## src/rtl/wake_agg_pkg.sv

```systemverilog
package wake_agg_pkg;
  // Register offsets; byte k of a multi-byte group sits at base + k
  localparam int OFF_STAT = 0;
  localparam int OFF_SMI  = 4;
  localparam int OFF_CTRL = 8;
  localparam int OFF_PME  = 14;
  // Control register field
  localparam int CTRL_GLOB_BIT = 0;
endpackage

```

## src/rtl/wake_status_bank.sv

```systemverilog
module wake_status_bank #(
  parameter int NUM_SRC = 16
) (
  input  logic               clk,
  input  logic               rst,
  input  logic [NUM_SRC-1:0] src_i,
  input  logic [NUM_SRC-1:0] clr_mask_i,
  output logic [NUM_SRC-1:0] stat_o,
  output logic [NUM_SRC-1:0] rise_o
);
  logic [NUM_SRC-1:0] prev_q;
  logic [NUM_SRC-1:0] stat_q;

  // Edge history follows the source during reset so a level held
  // through reset is not seen as a new event.
  always_ff @(posedge clk) begin
    prev_q <= src_i;
  end

  generate
    for (genvar i = 0; i < NUM_SRC; i++) begin : g_bit
      assign rise_o[i] = src_i[i] & ~prev_q[i];
      always_ff @(posedge clk) begin
        if (rst) begin
          stat_q[i] <= 1'b0;
        end else if (rise_o[i]) begin
          stat_q[i] <= 1'b1;           // a new event beats a clear
        end else if (clr_mask_i[i]) begin
          stat_q[i] <= 1'b0;
        end
      end
    end
  endgenerate

  assign stat_o = stat_q;
endmodule

```

## src/rtl/wake_cfg_regs.sv

```systemverilog
module wake_cfg_regs
  import wake_agg_pkg::*;
#(
  parameter int ADDR_W  = 4,
  parameter int DATA_W  = 8,
  parameter int NUM_SRC = 16
) (
  input  logic               clk,
  input  logic               rst,
  input  logic               vbat_rst,
  input  logic               wr_i,
  input  logic               rd_i,
  input  logic [ADDR_W-1:0]  addr_i,
  input  logic [DATA_W-1:0]  wdata_i,
  input  logic [NUM_SRC-1:0] stat_i,
  output logic [NUM_SRC-1:0] stat_clr_o,
  output logic [NUM_SRC-1:0] pme_en_o,
  output logic [NUM_SRC-1:0] smi_cfg_o,
  output logic               glob_o,
  output logic [DATA_W-1:0]  rd_data_o
);
  localparam int NB = NUM_SRC / DATA_W;

  logic              sys_rst;
  logic [NUM_SRC-1:0] pme_q;
  logic [NUM_SRC-1:0] smi_q;
  logic              glob_q;
  logic [NB-1:0]     hit_stat;
  logic [NB-1:0]     hit_pme;
  logic [NB-1:0]     hit_smi;
  logic              hit_ctrl;
  logic [DATA_W-1:0] rd_mux;
  logic [DATA_W-1:0] rd_q;

  assign sys_rst  = rst | vbat_rst;
  assign hit_ctrl = (addr_i == ADDR_W'(OFF_CTRL));

  generate
    for (genvar k = 0; k < NB; k++) begin : g_byte
      assign hit_stat[k] = (addr_i == ADDR_W'(OFF_STAT + k));
      assign hit_pme[k]  = (addr_i == ADDR_W'(OFF_PME + k));
      assign hit_smi[k]  = (addr_i == ADDR_W'(OFF_SMI + k));

      // Write-one-to-clear mask toward the status bank
      assign stat_clr_o[k*DATA_W +: DATA_W] =
        (wr_i && hit_stat[k]) ? wdata_i : '0;

      // Battery-domain enables: only the battery reset clears them
      always_ff @(posedge clk) begin
        if (vbat_rst) begin
          pme_q[k*DATA_W +: DATA_W] <= '0;
        end else if (!rst && wr_i && hit_pme[k]) begin
          pme_q[k*DATA_W +: DATA_W] <= wdata_i;
        end
      end

      // System-domain SMI configuration
      always_ff @(posedge clk) begin
        if (sys_rst) begin
          smi_q[k*DATA_W +: DATA_W] <= '0;
        end else if (wr_i && hit_smi[k]) begin
          smi_q[k*DATA_W +: DATA_W] <= wdata_i;
        end
      end
    end
  endgenerate

  always_ff @(posedge clk) begin
    if (sys_rst) begin
      glob_q <= 1'b0;
    end else if (wr_i && hit_ctrl) begin
      glob_q <= wdata_i[CTRL_GLOB_BIT];
    end
  end

  always_comb begin
    rd_mux = '0;
    for (int k = 0; k < NB; k++) begin
      if (hit_stat[k]) rd_mux = stat_i[k*DATA_W +: DATA_W];
      if (hit_pme[k])  rd_mux = pme_q[k*DATA_W +: DATA_W];
      if (hit_smi[k])  rd_mux = smi_q[k*DATA_W +: DATA_W];
    end
    if (hit_ctrl) rd_mux[CTRL_GLOB_BIT] = glob_q;
  end

  always_ff @(posedge clk) begin
    if (sys_rst) begin
      rd_q <= '0;
    end else if (rd_i) begin
      rd_q <= rd_mux;
    end
  end

  assign pme_en_o  = pme_q;
  assign smi_cfg_o = smi_q;
  assign glob_o    = glob_q;
  assign rd_data_o = rd_q;
endmodule

```

## src/rtl/wake_out_merge.sv

```systemverilog
module wake_out_merge #(
  parameter int NUM_SRC = 16
) (
  input  logic               clk,
  input  logic               rst,
  input  logic [NUM_SRC-1:0] stat_i,
  input  logic [NUM_SRC-1:0] pme_en_i,
  input  logic [NUM_SRC-1:0] smi_cfg_i,
  input  logic               glob_i,
  output logic               pme_n_o,
  output logic               smi_pin_n_o,
  output logic               smi_ser_n_o
);
  // Top two configuration bits are controls; the rest are SMI enables
  localparam int ROUTE_BIT = NUM_SRC - 1;
  localparam int FOLD_BIT  = NUM_SRC - 2;
  localparam int NUM_SMI   = NUM_SRC - 2;

  logic pme_hit;
  logic smi_grp;
  logic pme_req;

  assign pme_hit = |(stat_i & pme_en_i);
  assign smi_grp = |(stat_i[NUM_SMI-1:0] & smi_cfg_i[NUM_SMI-1:0]);
  assign pme_req = glob_i & (pme_hit | (smi_cfg_i[FOLD_BIT] & smi_grp));

  always_ff @(posedge clk) begin
    if (rst) begin
      pme_n_o     <= 1'b1;
      smi_pin_n_o <= 1'b1;
      smi_ser_n_o <= 1'b1;
    end else begin
      pme_n_o     <= ~pme_req;
      smi_pin_n_o <= ~(smi_grp & ~smi_cfg_i[ROUTE_BIT]);
      smi_ser_n_o <= ~(smi_grp &  smi_cfg_i[ROUTE_BIT]);
    end
  end
endmodule

```

## src/rtl/wake_smi_agg.sv

```systemverilog
module wake_smi_agg #(
  parameter int ADDR_W  = 4,
  parameter int DATA_W  = 8,
  parameter int NUM_SRC = 16
) (
  input  logic               clk,
  input  logic               rst,
  input  logic               vbat_rst,
  input  logic [NUM_SRC-1:0] src_i,
  input  logic               wr_i,
  input  logic               rd_i,
  input  logic [ADDR_W-1:0]  addr_i,
  input  logic [DATA_W-1:0]  wdata_i,
  output logic [DATA_W-1:0]  rd_data_o,
  output logic               pme_n_o,
  output logic               smi_pin_n_o,
  output logic               smi_ser_n_o
);
  logic               any_rst;
  logic [NUM_SRC-1:0] stat_w;
  logic [NUM_SRC-1:0] rise_w;
  logic [NUM_SRC-1:0] clr_w;
  logic [NUM_SRC-1:0] pme_en_w;
  logic [NUM_SRC-1:0] smi_cfg_w;
  logic               pme_glob_w;

  assign any_rst = rst | vbat_rst;

  wake_status_bank #(.NUM_SRC(NUM_SRC)) u_stat (
    .clk        (clk),
    .rst        (any_rst),
    .src_i      (src_i),
    .clr_mask_i (clr_w),
    .stat_o     (stat_w),
    .rise_o     (rise_w)
  );

  wake_cfg_regs #(
    .ADDR_W (ADDR_W),
    .DATA_W (DATA_W),
    .NUM_SRC(NUM_SRC)
  ) u_cfg (
    .clk        (clk),
    .rst        (rst),
    .vbat_rst   (vbat_rst),
    .wr_i       (wr_i),
    .rd_i       (rd_i),
    .addr_i     (addr_i),
    .wdata_i    (wdata_i),
    .stat_i     (stat_w),
    .stat_clr_o (clr_w),
    .pme_en_o   (pme_en_w),
    .smi_cfg_o  (smi_cfg_w),
    .glob_o     (pme_glob_w),
    .rd_data_o  (rd_data_o)
  );

  wake_out_merge #(.NUM_SRC(NUM_SRC)) u_out (
    .clk         (clk),
    .rst         (any_rst),
    .stat_i      (stat_w),
    .pme_en_i    (pme_en_w),
    .smi_cfg_i   (smi_cfg_w),
    .glob_i      (pme_glob_w),
    .pme_n_o     (pme_n_o),
    .smi_pin_n_o (smi_pin_n_o),
    .smi_ser_n_o (smi_ser_n_o)
  );
endmodule

```

## config.mk

```make
export PLATFORM = sky130hd
export DESIGN_NAME = wake_smi_agg
export DESIGN_NICKNAME = d
export VERILOG_FILES = /design/src/rtl/wake_agg_pkg.sv /design/src/rtl/wake_status_bank.sv /design/src/rtl/wake_cfg_regs.sv /design/src/rtl/wake_out_merge.sv /design/src/rtl/wake_smi_agg.sv
export SDC_FILE = /design/constraint.sdc
export NUM_CORES = 1
export LEC_CHECK = 0
export BUFFER_PORTS_ARGS = -buffer_cell sky130_fd_sc_hd__buf_2
export CAP_MARGIN = 20
export CELL_PAD_IN_SITES_DETAIL_PLACEMENT = 2
export CELL_PAD_IN_SITES_GLOBAL_PLACEMENT = 2
export CORE_MARGIN = 1
export CORE_UTILIZATION = 38
export DETAILED_ROUTE_END_ITERATION = 7
export PLACE_DENSITY = 0.87
export SLEW_MARGIN = 20
export SYNTH_ARGS = -nofsm -noshare
export SYNTH_HDL_FRONTEND = slang
export SYNTH_SLANG_ARGS = --single-unit
```

## constraint.sdc

```tcl
create_clock -name clk -period 3.5 [get_ports clk]
set_input_delay 0.7 -clock clk [delete_from_list [all_inputs] [get_ports clk]]
set_output_delay 0.7 -clock clk [all_outputs]
set_load 0.005 [all_outputs]
```

==> results of run 1 <==
==> placed cells by master (no fill, tap or decap), types with 15 or more instances in the layout <==
| cell type | n |
|---|---|
| sky130_fd_sc_hd__o21ai_0 | 19 |
| sky130_fd_sc_hd__buf_2 | 43 |
| sky130_fd_sc_hd__mux2i_1 | 38 |
| sky130_fd_sc_hd__a21oi_1 | 29 |
| sky130_fd_sc_hd__nand2b_1 | 17 |
| sky130_fd_sc_hd__dfxtp_1 | 76 |
| sky130_fd_sc_hd__nor2_1 | 40 |
| sky130_fd_sc_hd__a22o_1 | 15 |
==> power by group through the flow <==
stage	Clock, mW	Sequential, mW	Combinational (mW)
after floorplan	0	0.911	0.0718
after global placement	0	0.916	0.103
after detailed placement	0	0.917	0.109
after CTS	0.796	0.897	0.110
after global routing	0.828	0.900	0.120
final	0.783	0.897	0.109
==> kinds of logic after synthesis <==
kind of cell,synth area share (%)
AND/OR/NAND/NOR,16.4
AO/OA/AOI/OAI,18.5
flip-flops,47.0
multiplexers,12.8
buffers and inverters,5.37
==> layer usage <==
| layer | global-route usage (%) | routed length [um] | vias to the layer above |
|---|---|---|---|
| li1 | - | - | 1266 |
| met1 | 32.3 | 4550 | 1387 |
| met2 | 40.4 | 4820 | 73 |
| met3 | 3.95 | 458 | 13 |
| met4 | 9.23 | 157 | 0 |
| met5 | 0 | 0 | - |
==> cell type report <==
cell class / count / area, sq um / area share, %
inverters: 8 / 30.0 / 0.817
clock inverters: 6 / 95.1 / 2.59
multi-input cells: 229 / 1540 / 42.0
flip-flops and latches: 76 / 1520 / 41.4
repair buffers: 43 / 215 / 5.86
well taps: 105 / 131 / 3.58
clock buffers: 10 / 138 / 3.75
==> Yosys cell counts, types with 3 or more instances <==
| master | instances | area [sq um] |
|---|---|---|
| sky130_fd_sc_hd__a21oi_1 | 29 | 145 |
| sky130_fd_sc_hd__a221oi_1 | 3 | 26.3 |
| sky130_fd_sc_hd__a22o_1 | 15 | 131 |
| sky130_fd_sc_hd__a22oi_1 | 10 | 75.1 |
| sky130_fd_sc_hd__buf_2 | 7 | 35.0 |
| sky130_fd_sc_hd__buf_4 | 3 | 22.5 |
| sky130_fd_sc_hd__buf_6 | 6 | 67.6 |
| sky130_fd_sc_hd__clkbuf_1 | 4 | 15.0 |
| sky130_fd_sc_hd__dfxtp_1 | 76 | 1520 |
| sky130_fd_sc_hd__inv_1 | 8 | 30.0 |
| sky130_fd_sc_hd__mux2_2 | 3 | 33.8 |
| sky130_fd_sc_hd__mux2i_1 | 38 | 380 |
| sky130_fd_sc_hd__nand2_1 | 10 | 37.5 |
| sky130_fd_sc_hd__nand2b_1 | 17 | 106 |
| sky130_fd_sc_hd__nand3_1 | 3 | 15.0 |
| sky130_fd_sc_hd__nor2_1 | 40 | 150 |
| sky130_fd_sc_hd__nor2b_1 | 5 | 31.3 |
| sky130_fd_sc_hd__o21ai_0 | 19 | 95.1 |
| sky130_fd_sc_hd__o221ai_1 | 6 | 52.6 |
==> worst paths after layout <==
path | endpoint | slack [ns] | cells after the start | start
worst max-delay path | u_cfg.pme_en_o[2] | 1.16 | 5 | addr_i[2]
worst min-delay path | u_stat.prev_q[15] | 0.45 | 1 | src_i[15]
worst max register to register | u_cfg.rd_data_o[0] | 2.03 | 4 | u_stat.stat_o[8]
worst min register to register | u_out.smi_ser_n_o | 0.49 | 1 | u_cfg.smi_cfg_o[15]
==> per-stage QoR <==
stage | worst slack (ns) | power, mW
2_1_floorplan | 1.72 | 0.983
3_3_place_gp | 0.949 | 1.02
3_5_place_dp | 0.886 | 1.03
4_1_cts | 1.18 | 1.80
5_1_grt | 1.09 | 1.85
6_report | 1.16 | 1.79
==> registers in the layout, summed over array words and instances, names as in the netlist, 8 cells and up <==
signal,flops
u_cfg.smi_cfg_o,16
u_stat.stat_o,16
u_stat.prev_q,16
u_cfg.rd_data_o,8
u_cfg.pme_en_o,16
==> worst register-to-register path, stage by stage (launching register included) <==
cell and delay, ns:
sky130_fd_sc_hd__dfxtp_1 0.38, sky130_fd_sc_hd__or3b_2 0.49, sky130_fd_sc_hd__a211oi_1 0.26, sky130_fd_sc_hd__a221o_1 0.15
sky130_fd_sc_hd__a31oi_1 0.07
==> flow_results.org, run 1 <==
** Floorplanning
- Measured along the x axis, the die boundary spans 94.3 um.
- Row generation in the floorplan step produced 33 rows.
- Number of ports placed on the die boundary :: 44
- Core footprint :: 8220 sq um
- The die covers 8900 sq um.
- Starting Density :: 39.4%
- Die Y :: 94.3 um

** STA
- Setup repair after global routing left no endpoint under its margin.
- On the final layout, the worst hold slack is 0.446 ns.
- Pin slew with the least headroom to its limit :: 0.885 ns
- Final period utilization :: 66.9%
- The max-slew violation count came to 0.
- The hold violation count in the final report was 0.
- Minimum clock period :: 2.34 ns
- Layout Skew :: 0.00766 ns
- Max-slew headroom at the worst pin :: 41.0%
- For this run, the top clock speed supported by timing is 427 MHz.
- Sum of negative setup slack :: 0 ns
- Setup violations remaining at the end of the flow were counted as 0.

** Global routing
- The first global-routing pass estimated 16,000 um of wire.
- The via count of the first global-routing pass is 2,869.
- Summed over all layers, the global routing overflow is 0.
- Combined global-route utilization of all metal layers :: 24.6%
- Maximum number of pins on one net before global-route repair :: 42
- Number of antenna violations at the first check in global routing :: 0

** Cells and area
- From synthesis to final layout, the design area changed by 13.4%.
- The repair_antennas step left the layout with diodes totalling 0.
- Cell Count, Final, Fillers Out :: 477
- Cells with a size suffix above 1 make up 19.6% of the layout.
- Count of nets after finishing :: 400
- Filler instances :: 930
- Finished Cell Area :: 3670 sq um
- Fraction of the core area covered by cells at the end of the flow :: 44.7%

** Synthesis
- Counting flops with an async set or reset pin after synthesis yields a share of 0%.
- For this run, the number of Yosys warnings is 0.
- Count of flip-flops with a built-in enable after synthesis :: 0
- When the netlist entered floorplanning its net count stood at 367.
- A synthesized cell averages 9.70 sq um.
- The number of different library cells used by synthesis comes to 46.
- Cell area after synthesis :: 3240 sq um
- Leading register cell type out of synthesis :: sky130_fd_sc_hd__dfxtp_1
- Portion of the post-synthesis area used by sequential elements :: 47.0%
- The synthesized design contains 76 register bits.
- Counting every instance in the synthesized netlist gives 334.

** Clocking
- Clk Tree Root Cell :: sky130_fd_sc_hd__clkbuf_8
- H-tree depth :: 3
- TritonCTS built the clock tree.
- Clock input transition at the sequential cells of the worst setup and hold paths :: 0.09 ns
- TritonCTS created 9 clock buffers.
- Sinks on Clock Net :: 76
- Post-CTS Setup Bufs :: 0
- The number of gates resized after CTS was 0.
- For the worst-skew pair, the clock arrives at the later sink with an insertion delay of 0.36 ns.
- In this run, post-CTS hold repair placed 0 buffers.
- The clock passes through at most 2 buffers.

** Place
- At the end of routability-driven placement, the weighted congestion stood at 0.888.
- After detailed placement, the total cell area comes to 3440 sq um.
- Final HPWL DP :: 7040 um
- Including well taps, the total number of placed cells is 461.
- Number of port buffers :: 43

** Routing
- Antenna violation net count after detailed routing :: 0
- Total via count in the routed design :: 2,739
- Number of design-rule violations left by the first detailed-router iteration :: 128
- Routed WL :: 9990 um
- The first detailed-routing pass took 4 iterations.
- After detailed routing, the number of vias per cell comes to 5.74.
- DR DRC count :: 0
- Average wire length per cell after detail routing :: 20.9 um

** Power
- Cell internal pwr :: 1.35 mW
- Of the total power, the share spent switching nets is 24.5%.
- VDD sags by at most 214 uV.
- Summed over all cells, the static leakage comes to 1.49 nW.
- For this design the total switching power over the nets is 439 uW.
- Combinational logic is responsible for 6.1% of the overall power.
- Fraction of power consumed by sequential logic :: 50.1%
- Power per standard cell area :: 487 nW/um^2
- Clock power frac :: 43.8%

** Critical path
- The worst setup path is captured at a flop.
- Highest-delay cell along the critical path :: sky130_fd_sc_hd__and3b_1
- For the worst setup path, the data arrival time is 2.58 ns.
- Maximum fanout encountered on the critical timing path :: 20
- In this design, the largest share of critical-path delay is due to simple AND/OR/NAND/NOR gates.
- The worst setup path is launched from an input port.
- Together, buffers and inverters on the worst path number 1.
- The signal on the critical path passes through buf_2, and4b_2, and3b_1, mux2i_1, nor2_1.
- Setup CP Type :: input port to flop
- STA puts the critical path data required time at 3.74 ns.
- Max incr delay on CP :: 0.64 ns

** Min path
- The path class of the tightest hold or removal check is input port to flop.

** Status
- Result of the run :: complete, no violations

** Flow run
- Max-cap violations in this run came to 0.
No activity file was read; power rests on OpenSTA's default activity.
==> run 2: changes to the inputs <==
- ABC_AREA: not set -> 1
- CORE_UTILIZATION: 38 -> 29
- PLACE_DENSITY: 0.87 -> 0.78
- clock period: 3.5 -> 2.1 ns (I/O delays scaled with it)
==> flow_results.org, run 2 <==
** Synthesis
- Top cells by instance count after synthesis :: sky130_fd_sc_hd__nand2_1 (97), sky130_fd_sc_hd__dfxtp_1 (76), sky130_fd_sc_hd__inv_1 (55), sky130_fd_sc_hd__a21oi_1 (48), sky130_fd_sc_hd__nand3_1 (46)
- Cell count after synthesis :: 443 (+33%)
- The average footprint of a synthesized cell is 7.39 sq um (-24%).
- The distinct cell type count after synthesis was 25 (-46%).
- The cell area after synthesis was 3270 sq um (+1.1%).
- Portion of the post-synthesis area used by sequential elements :: 46.5% (-0.50 points)
- Leading post-synthesis cells by cell area :: sky130_fd_sc_hd__dfxtp_1 (46%), sky130_fd_sc_hd__nand2_1 (11%), sky130_fd_sc_hd__a21oi_1 (7.3%)
- Post-synth top area share :: 46.5% (-0.50 points)
- Yosys reg bits :: 76 (unchanged)
- In the synthesized netlist the dominant register cell turns out to be sky130_fd_sc_hd__dfxtp_1.
- Most used standard cell by instance count after synthesis :: sky130_fd_sc_hd__nand2_1
- Count of flip-flops with a built-in enable after synthesis :: 0 (unchanged)
- Cell type with the highest aggregate area in the netlist :: sky130_fd_sc_hd__dfxtp_1
- Net Count, Synth :: 476 (+30%)
- Number of warnings reported in the yosys synthesis log :: 0 (unchanged)
- Proportion of synthesized flip-flops having asynchronous set or reset :: 0% (unchanged)

** Global routing
- The via count of the first global-routing pass is 3,428 (+19%).
- Number of antenna violations at the first check in global routing :: 0 (unchanged)
- Maximum number of pins on one net before global-route repair :: 24 (-43%)
- Global-route wire length before repair :: 17,900 um (+12%)
- The overall fraction of global-route tracks in use came to 20.6% (-4.0 points).
- The overflow left after global routing was 0 (unchanged).

** STA
- The smallest hold slack is 0.196 ns (-0.250 ns).
- Max-slew headroom at the worst pin :: 61.0% (+20 points)
- The final-layout setup total negative slack came to 0 ns (unchanged).
- Layout Skew :: 0.00636 ns (-0.00130 ns)
- Setup repair after global routing left no endpoint under its margin.
- Based on the critical path, the design can be clocked at up to 644 MHz.
- The hold violation count in the final report came to 0 (unchanged).
- Dividing the final minimum period by the clock period gives 73.9%.
- Setup WS post-layout :: 0.548 ns (-0.609 ns)
- Minimum clock period :: 1.55 ns
- Slew Limit Fails :: 0 (unchanged)
- The number of endpoints failing setup at the final stage is 0 (unchanged).
- Pin slew with the least headroom to its limit :: 0.583 ns (-0.302 ns)

** Cells and area
- The total inserted antenna cells is 0 (unchanged).
- Share of final-layout standard cells stronger than drive strength 1 :: 17.5% (-2.1 points)
- Relative to the synthesized area, the layout overhead comes to 20.3%.
- The library cell used most frequently in the layout, excluding fill and tap cells, is sky130_fd_sc_hd__nand2_1.
- Most frequent cells in the layout :: sky130_fd_sc_hd__nand2_1 (97), sky130_fd_sc_hd__dfxtp_1 (76), sky130_fd_sc_hd__inv_1 (55), sky130_fd_sc_hd__a21oi_1 (48), sky130_fd_sc_hd__nand3_1 (46)
- The final core utilization came to 36.0% (-8.7 points).
- Finished Cell Area :: 3940 sq um (+7.2%)
- The number of nets at the end of the flow was 526 (+32%).
- The final standard cell count with taps included and fillers excluded is 637 (+34%).

** Critical path
- Max incr delay on CP :: 0.49 ns (-0.15 ns)
- Among cell families on the critical path, the largest total delay comes from simple AND/OR/NAND/NOR gates.
- Highest-delay cell along the critical path :: sky130_fd_sc_hd__nand3_1
- The signal on the critical path passes through buf_2, nor2_1, nand3_1, o21ai_0, a21oi_1.
- The required arrival time at the worst endpoint was 2.30 ns (-1.44 ns).
- Maximum fanout encountered on the critical timing path :: 16 (-20%)
- Number of buffers and inverters on the critical path :: 1 (unchanged)
- STA classifies the critical path endpoint as a flop.
- Sort of element at the start of the critical path :: input port
- The data arrival time at the worst-slack endpoint is 1.75 ns (-0.83 ns).
- The critical path is of the input port to flop type.

** Clocking
- Resized cells post-CTS :: 0 (unchanged)
- The number of buffers inserted by hold repair at cts was 0 (unchanged).
- Clock tree from TritonCTS :: yes
- The total setup buffers inserted after CTS came to 0 (unchanged).
- Clock input transition at the sequential cells of the worst setup and hold paths :: 0.06 ns (-0.03 ns)
- Clk Tree Root Cell :: sky130_fd_sc_hd__clkbuf_16
- Clock insertion delay at the later pin of the skew report :: 0.33 ns (-0.03 ns)
- Clock buffer depth :: 2 (unchanged)
- The total number of H-tree levels was 3 (unchanged).
- The clock buffer count from CTS came to 9 (unchanged).
- Sinks on Clock Net :: 76 (unchanged)

** Routing
- The routed wirelength normalized by instance count is 17.4 um (-17%).
- DR DRC count :: 0 (unchanged)
- Detailed-router iteration count before antenna repair :: 4 (unchanged)
- Routed WL :: 11,100 um (+11%)
- Total via count in the routed design :: 3,181 (+16%)
- The detail-routed via count per cell came to 4.99 (-13%).
- The violation count after the first detailed-route iteration is 109 (-15%).
- The final antenna-violating net count is 0 (unchanged).

** Power
- The overall power came to 3.27 mW (+83%).
- The static leakage came to 1.65 nW (+11%).
- The fraction of power consumed by the clock network came to 47.1% (+3.3 points).
- Sw Pwr :: 776 uW (+77%)
- The power per standard cell area is 830 nW/um^2 (+70%).
- The internal power consumption came to 2.49 mW (+85%).
- Fraction of power consumed by sequential logic :: 45.9% (-4.2 points)
- The highest ir drop seen on vdd came to 323 uV (+51%).
- The combinational share of power came to 7.0% (+0.9 points).
- The switching share of power is 23.8% (-0.77 points).

** Floorplanning
- The die height is 108 um (+15%).
- The count of boundary I/O pins is 44 (unchanged).
- Rows :: 38 (+15%)
- The core area was 10,900 sq um (+33%).
- The width of the die came to 108 um (+15%).
- The initial standard-cell utilization of the core was 29.9% (-9.5 points).
- The area enclosed by the die boundary is 11,700 sq um (+32%).

** Flow run
- The number of max-cap violations is 0 (unchanged).

** Place
- Gpl congestion :: 0.803 (-9.5%)
- Final HPWL DP :: 8430 um (+20%)
- The number of buffers inserted by port buffering was 43 (unchanged).
- Post-placement cell count :: 622 (+35%)
- Dpl ws :: 0.222 ns (-0.664 ns)
- Dpl cell area :: 3650 sq um (+5.9%)

** Status
- The flow ran to the end, and the final reports show no timing, DRC or antenna violations.

** Min path
- Worst hold path class :: input port to flop
run 2: cells by family after synthesis:
kind of cell           count (synthesis)  share of synthesized area, %
AO/OA/AOI/OAI                         93                          16.3
buffers and inverters                 72                          9.78
flip-flops                            76                          46.5
AND/OR/NAND/NOR                      202                          27.4
run 2: worst register-to-register path, delay by kind of cell, from the launching register on:
family,cells,cell delay [ns]
flip-flops,1,0.35
AO/OA/AOI/OAI,1,0.21
AND/OR/NAND/NOR,6,0.60
run 2: area by class of cell:
| type | count | area (sq um) |
|---|---|---|
| Fill cell | 1310 | 7000 |
| Sequential cell | 76 | 1520 |
| Multi-Input combinational cell | 295 | 1430 |
| Timing Repair Buffer | 53 | 290 |
| Clock buffer | 11 | 243 |
| Inverter | 58 | 226 |
| Tap cell | 140 | 175 |
| Clock inverter | 4 | 50.0 |
run 2: path summary, 6_finish.rpt:
| check | slack (ns) | depth (start not counted) | endpoint | start |
|---|---|---|---|---|
| setup / recovery | 0.55 | 5 | u_cfg.smi_cfg_o[7] | addr_i[0] |
| hold / removal | 0.20 | 1 | u_stat.prev_q[14] | src_i[14] |
| setup reg to reg | 0.89 | 7 | u_out.pme_n_o | u_stat.stat_o[12] |
| hold reg to reg | 0.42 | 1 | u_out.smi_ser_n_o | u_cfg.smi_cfg_o[15] |
run 2: metal layers:
layer / up-vias / wire length, um / track usage, %
met1: 1579 / 5050 / 26.0
met4: 0 / 205 / 7.43
met5: - / 0 / 0
met2: 48 / 5460 / 34.9
met3: 15 / 351 / 3.98
li1: 1539 / - / -
run 2: power by group through the flow:
| stage | logic, mW | clock network, mW | registers [mW] |
|---|---|---|---|
| final | 0.229 | 1.54 | 1.50 |
| after global routing | 0.255 | 1.64 | 1.50 |
| after CTS | 0.232 | 1.59 | 1.50 |
| after detailed placement | 0.230 | 0 | 1.53 |
| after global placement | 0.220 | 0 | 1.53 |
| after floorplan | 0.121 | 0 | 1.52 |
==> run 3: changes to the inputs <==
- CORE_UTILIZATION: 29 -> 32
- PLACE_DENSITY: 0.78 -> 0.82
- clock period: 2.1 -> 1.6 ns (I/O delays scaled with it)
==> flow_results.org, run 3 (synthesized netlist as in run 2, its figures left out) <==
** Status
- The flow ran to the end, and the final reports show no timing, DRC or antenna violations.

** Clocking
- Sinks on Clock Net :: 76 (unchanged)
- Clock buffer count from CTS :: 9 (unchanged)
- TritonCTS built the clock tree.
- Hold buffers post-CTS :: 0 (unchanged)
- Clock input transition at the sequential cells of the worst setup and hold paths :: 0.08 ns (+0.02 ns)
- Clock buffer depth :: 2 (unchanged)
- The total setup buffers inserted after CTS is 0 (unchanged).
- H-tree depth :: 3 (unchanged)
- The clock latency at the later pin of the worst-skew pair was 0.36 ns (+0.03 ns).
- CTS placed an instance of sky130_fd_sc_hd__clkbuf_8 at the clock tree root.
- The post-cts resize count came to 0 (unchanged).

** STA
- Layout Skew :: 0.0112 ns (+0.00487 ns)
- The slew at the pin closest to its max-slew limit was 0.385 ns (-0.198 ns).
- The smallest hold slack was 0.0763 ns (-0.119 ns).
- Highest clock rate :: 769 MHz
- The number of endpoints failing setup at the final stage is 0 (unchanged).
- Slew Limit Fails :: 0 (unchanged)
- After layout, the worst path uses 81.2% of the clock period.
- Minimum clock period :: 1.30 ns
- Setup repair after global routing left no endpoint under its margin.
- The worst slew slack as a fraction of its limit is 74.3% (+13 points).
- The hold violation count in the final report is 0 (unchanged).

** Floorplanning
- Die Y :: 103 um (-4.7%)
- The initial standard-cell utilization of the core was 33.2% (+3.3 points).
- Core footprint :: 9860 sq um (-9.8%)
- The count of boundary I/O pins is 44 (unchanged).
- Die Footprint :: 10,600 sq um (-9.2%)
- The width of the die is 103 um (-4.7%).
- Rows :: 36 (-5.3%)

** Routing
- Detailed-router iteration count before antenna repair :: 4 (unchanged)
- Antenna violation net count after detailed routing :: 0 (unchanged)
- Total via count in the routed design :: 3,302 (+3.8%)
- Average wire length per cell after detail routing :: 18.9 um (+8.8%)
- The violation count after the first detailed-route iteration was 178 (+63%).
- The total detailed-routing wirelength came to 12,100 um (+9.1%).
- DR vias/cell :: 5.17 (+3.5%)
- DR DRC count :: 0 (unchanged)

** Global routing
- Maximum number of pins on one net before global-route repair :: 19 (-21%)
- Remaining global-route overflow :: 0 (unchanged)
- The number of antenna violations at the first check in global routing was 0 (unchanged).
- The via count of the first global-routing pass is 3,593 (+4.8%).
- Combined global-route utilization of all metal layers :: 25.1% (+4.4 points)
- The global-route wire length before repair is 19,300 um (+8.0%).

** Flow run
- The number of max-cap violations was 0 (unchanged).

** Power
- The internal power consumption was 2.92 mW (+17%).
- The combinational share of power came to 8.1% (+1.1 points).
- The static leakage is 1.66 nW (+0.56%).
- The overall power is 3.94 mW (+21%).
- Proportion of total power due to net switching :: 25.9% (+2.1 points)
- The fraction of power consumed by the clock network is 41.9% (-5.2 points).
- The net switching power of the design came to 1.02 mW (+31%).
- The highest ir drop seen on vdd is 430 uV (+33%).
- Fraction of power consumed by sequential logic :: 50.0% (+4.1 points)
- The power per standard cell area is 1010 nW/um^2 (+21%).

** Place
- The placer congestion estimate is 0.938 (+17%).
- Number of port buffers :: 43 (unchanged)
- Final HPWL DP :: 8980 um (+6.5%)

** Critical path
- The maximum fanout encountered on the critical timing path was 8 (-8).
- Sort of element at the start of the critical path :: input port
- Setup CP Type :: input port to flop
- Highest-delay cell along the critical path :: sky130_fd_sc_hd__nor2_2
- Max incr delay on CP :: 0.34 ns (-0.15 ns)
- Number of buffers and inverters on the critical path :: 1 (unchanged)
- The required arrival time at the worst endpoint is 1.84 ns (-0.46 ns).
- The startpoint identified for the worst register-to-register timing path is u_stat.stat_o[0].
- Crit path cell chain :: buf_2, nor2_2, nand2_1, nor2_2, nand2_1, nand2_1, a21oi_1
- Grouping stages by cell kind, the critical path spends the most delay in simple AND/OR/NAND/NOR gates.
- CP dominant cell by count :: sky130_fd_sc_hd__nand2_1
- The data arrival time at the worst-slack endpoint was 1.54 ns (-0.21 ns).
- Type of destination of the critical path :: flop
- Worst setup path startpoint :: addr_i[3]

** Cells and area
- From synthesis to final layout, the design area changed by 19.4%.
- The total inserted antenna cells was 0 (unchanged).
- The number of filler cells placed in the layout came to 1,194 (-8.9%).
- Multi-input gate area :: 1430 sq um (unchanged)
- The library cell used most frequently in the layout, excluding fill and tap cells, is sky130_fd_sc_hd__nand2_1.
- Fraction of the core area covered by cells at the end of the flow :: 39.6% (+3.6 points)
- The number of nets at the end of the flow was 534 (+1.5%).
- The library cells used most frequently in the layout, excluding fill and tap cells, are sky130_fd_sc_hd__nand2_1 (97), sky130_fd_sc_hd__dfxtp_1 (76), sky130_fd_sc_hd__inv_1 (55), sky130_fd_sc_hd__a21oi_1 (48), sky130_fd_sc_hd__nand3_1 (46).
- Share of final-layout standard cells stronger than drive strength 1 :: 19.0% (+1.5 points)
- The storage element area is 1520 sq um (unchanged).

** Min path
- The worst hold path begins at src_i[13].
- The path class of the tightest hold or removal check is input port to flop.
-- run 3: changes by cell type in the layout (fill, tap and decap cells not counted), sizes merged --
cell      previous run  this run
clkinv               3         4
clkbuf              11        10
buf                 53        61
bufinv               1         2
clkinvlp             2         1
inv                 56        57
-- run 3: cell type report --
class,instances,area share [%]
Clock buffer,10,3.26
Inverter,58,5.79
Timing Repair Buffer,61,8.96
Tap cell,133,4.25
Multi-Input combinational cell,295,36.6
Clock inverter,6,2.21
Sequential cell,76,38.9
-- run 3: metal layers --
| layer | GRT usage [%] | wire length, um |
|---|---|---|
| met3 | 3.86 | 487 |
| met4 | 7.91 | 272 |
| met1 | 31.6 | 5350 |
| met5 | 0 | 0 |
| met2 | 43.8 | 5970 |
-- run 3: worst paths after layout --
path / endpoint / slack, ns / cells after the start
setup / recovery: u_stat.stat_o[11] / 0.30 / 7
setup reg to reg: u_out.pme_n_o / 0.35 / 7
hold / removal: u_stat.prev_q[13] / 0.08 / 1
hold reg to reg: u_out.smi_ser_n_o / 0.44 / 1
-- run 3: per-stage QoR --
stage | instance area [sq um] | worst slack [ns] | std cells | setup TNS [ns]
floorplan | 3270 | 0.370 | 443 | 0
global placement | 3700 | 0.0131 | 623 | 0
detailed placement | 3700 | -0.0520 | 623 | -0.226
CTS | 3910 | 0.301 | 639 | 0
global route | 3910 | 0.195 | 639 | 0
finish | 3910 | 0.300 | 639 | 0
-- run 3: power groups by stage --
stage / registers (mW) / logic [mW] / clock network [mW]
after detailed placement: 2.01 / 0.316 / 0
after global routing: 1.97 / 0.351 / 1.75
after CTS: 1.97 / 0.321 / 1.69
after floorplan: 2.00 / 0.159 / 0
final: 1.97 / 0.318 / 1.65
after global placement: 2.01 / 0.301 / 0
-- run 3: worst register-to-register path: stages, from the launching register on --
cell and delay, ns:
sky130_fd_sc_hd__dfxtp_1 0.38, sky130_fd_sc_hd__nand2_1 0.10, sky130_fd_sc_hd__nand3_1 0.08, sky130_fd_sc_hd__nor2_1 0.17, sky130_fd_sc_hd__nand3_1 0.19, sky130_fd_sc_hd__nand2_1 0.10, sky130_fd_sc_hd__nand3_1 0.11, sky130_fd_sc_hd__nand2_1 0.09
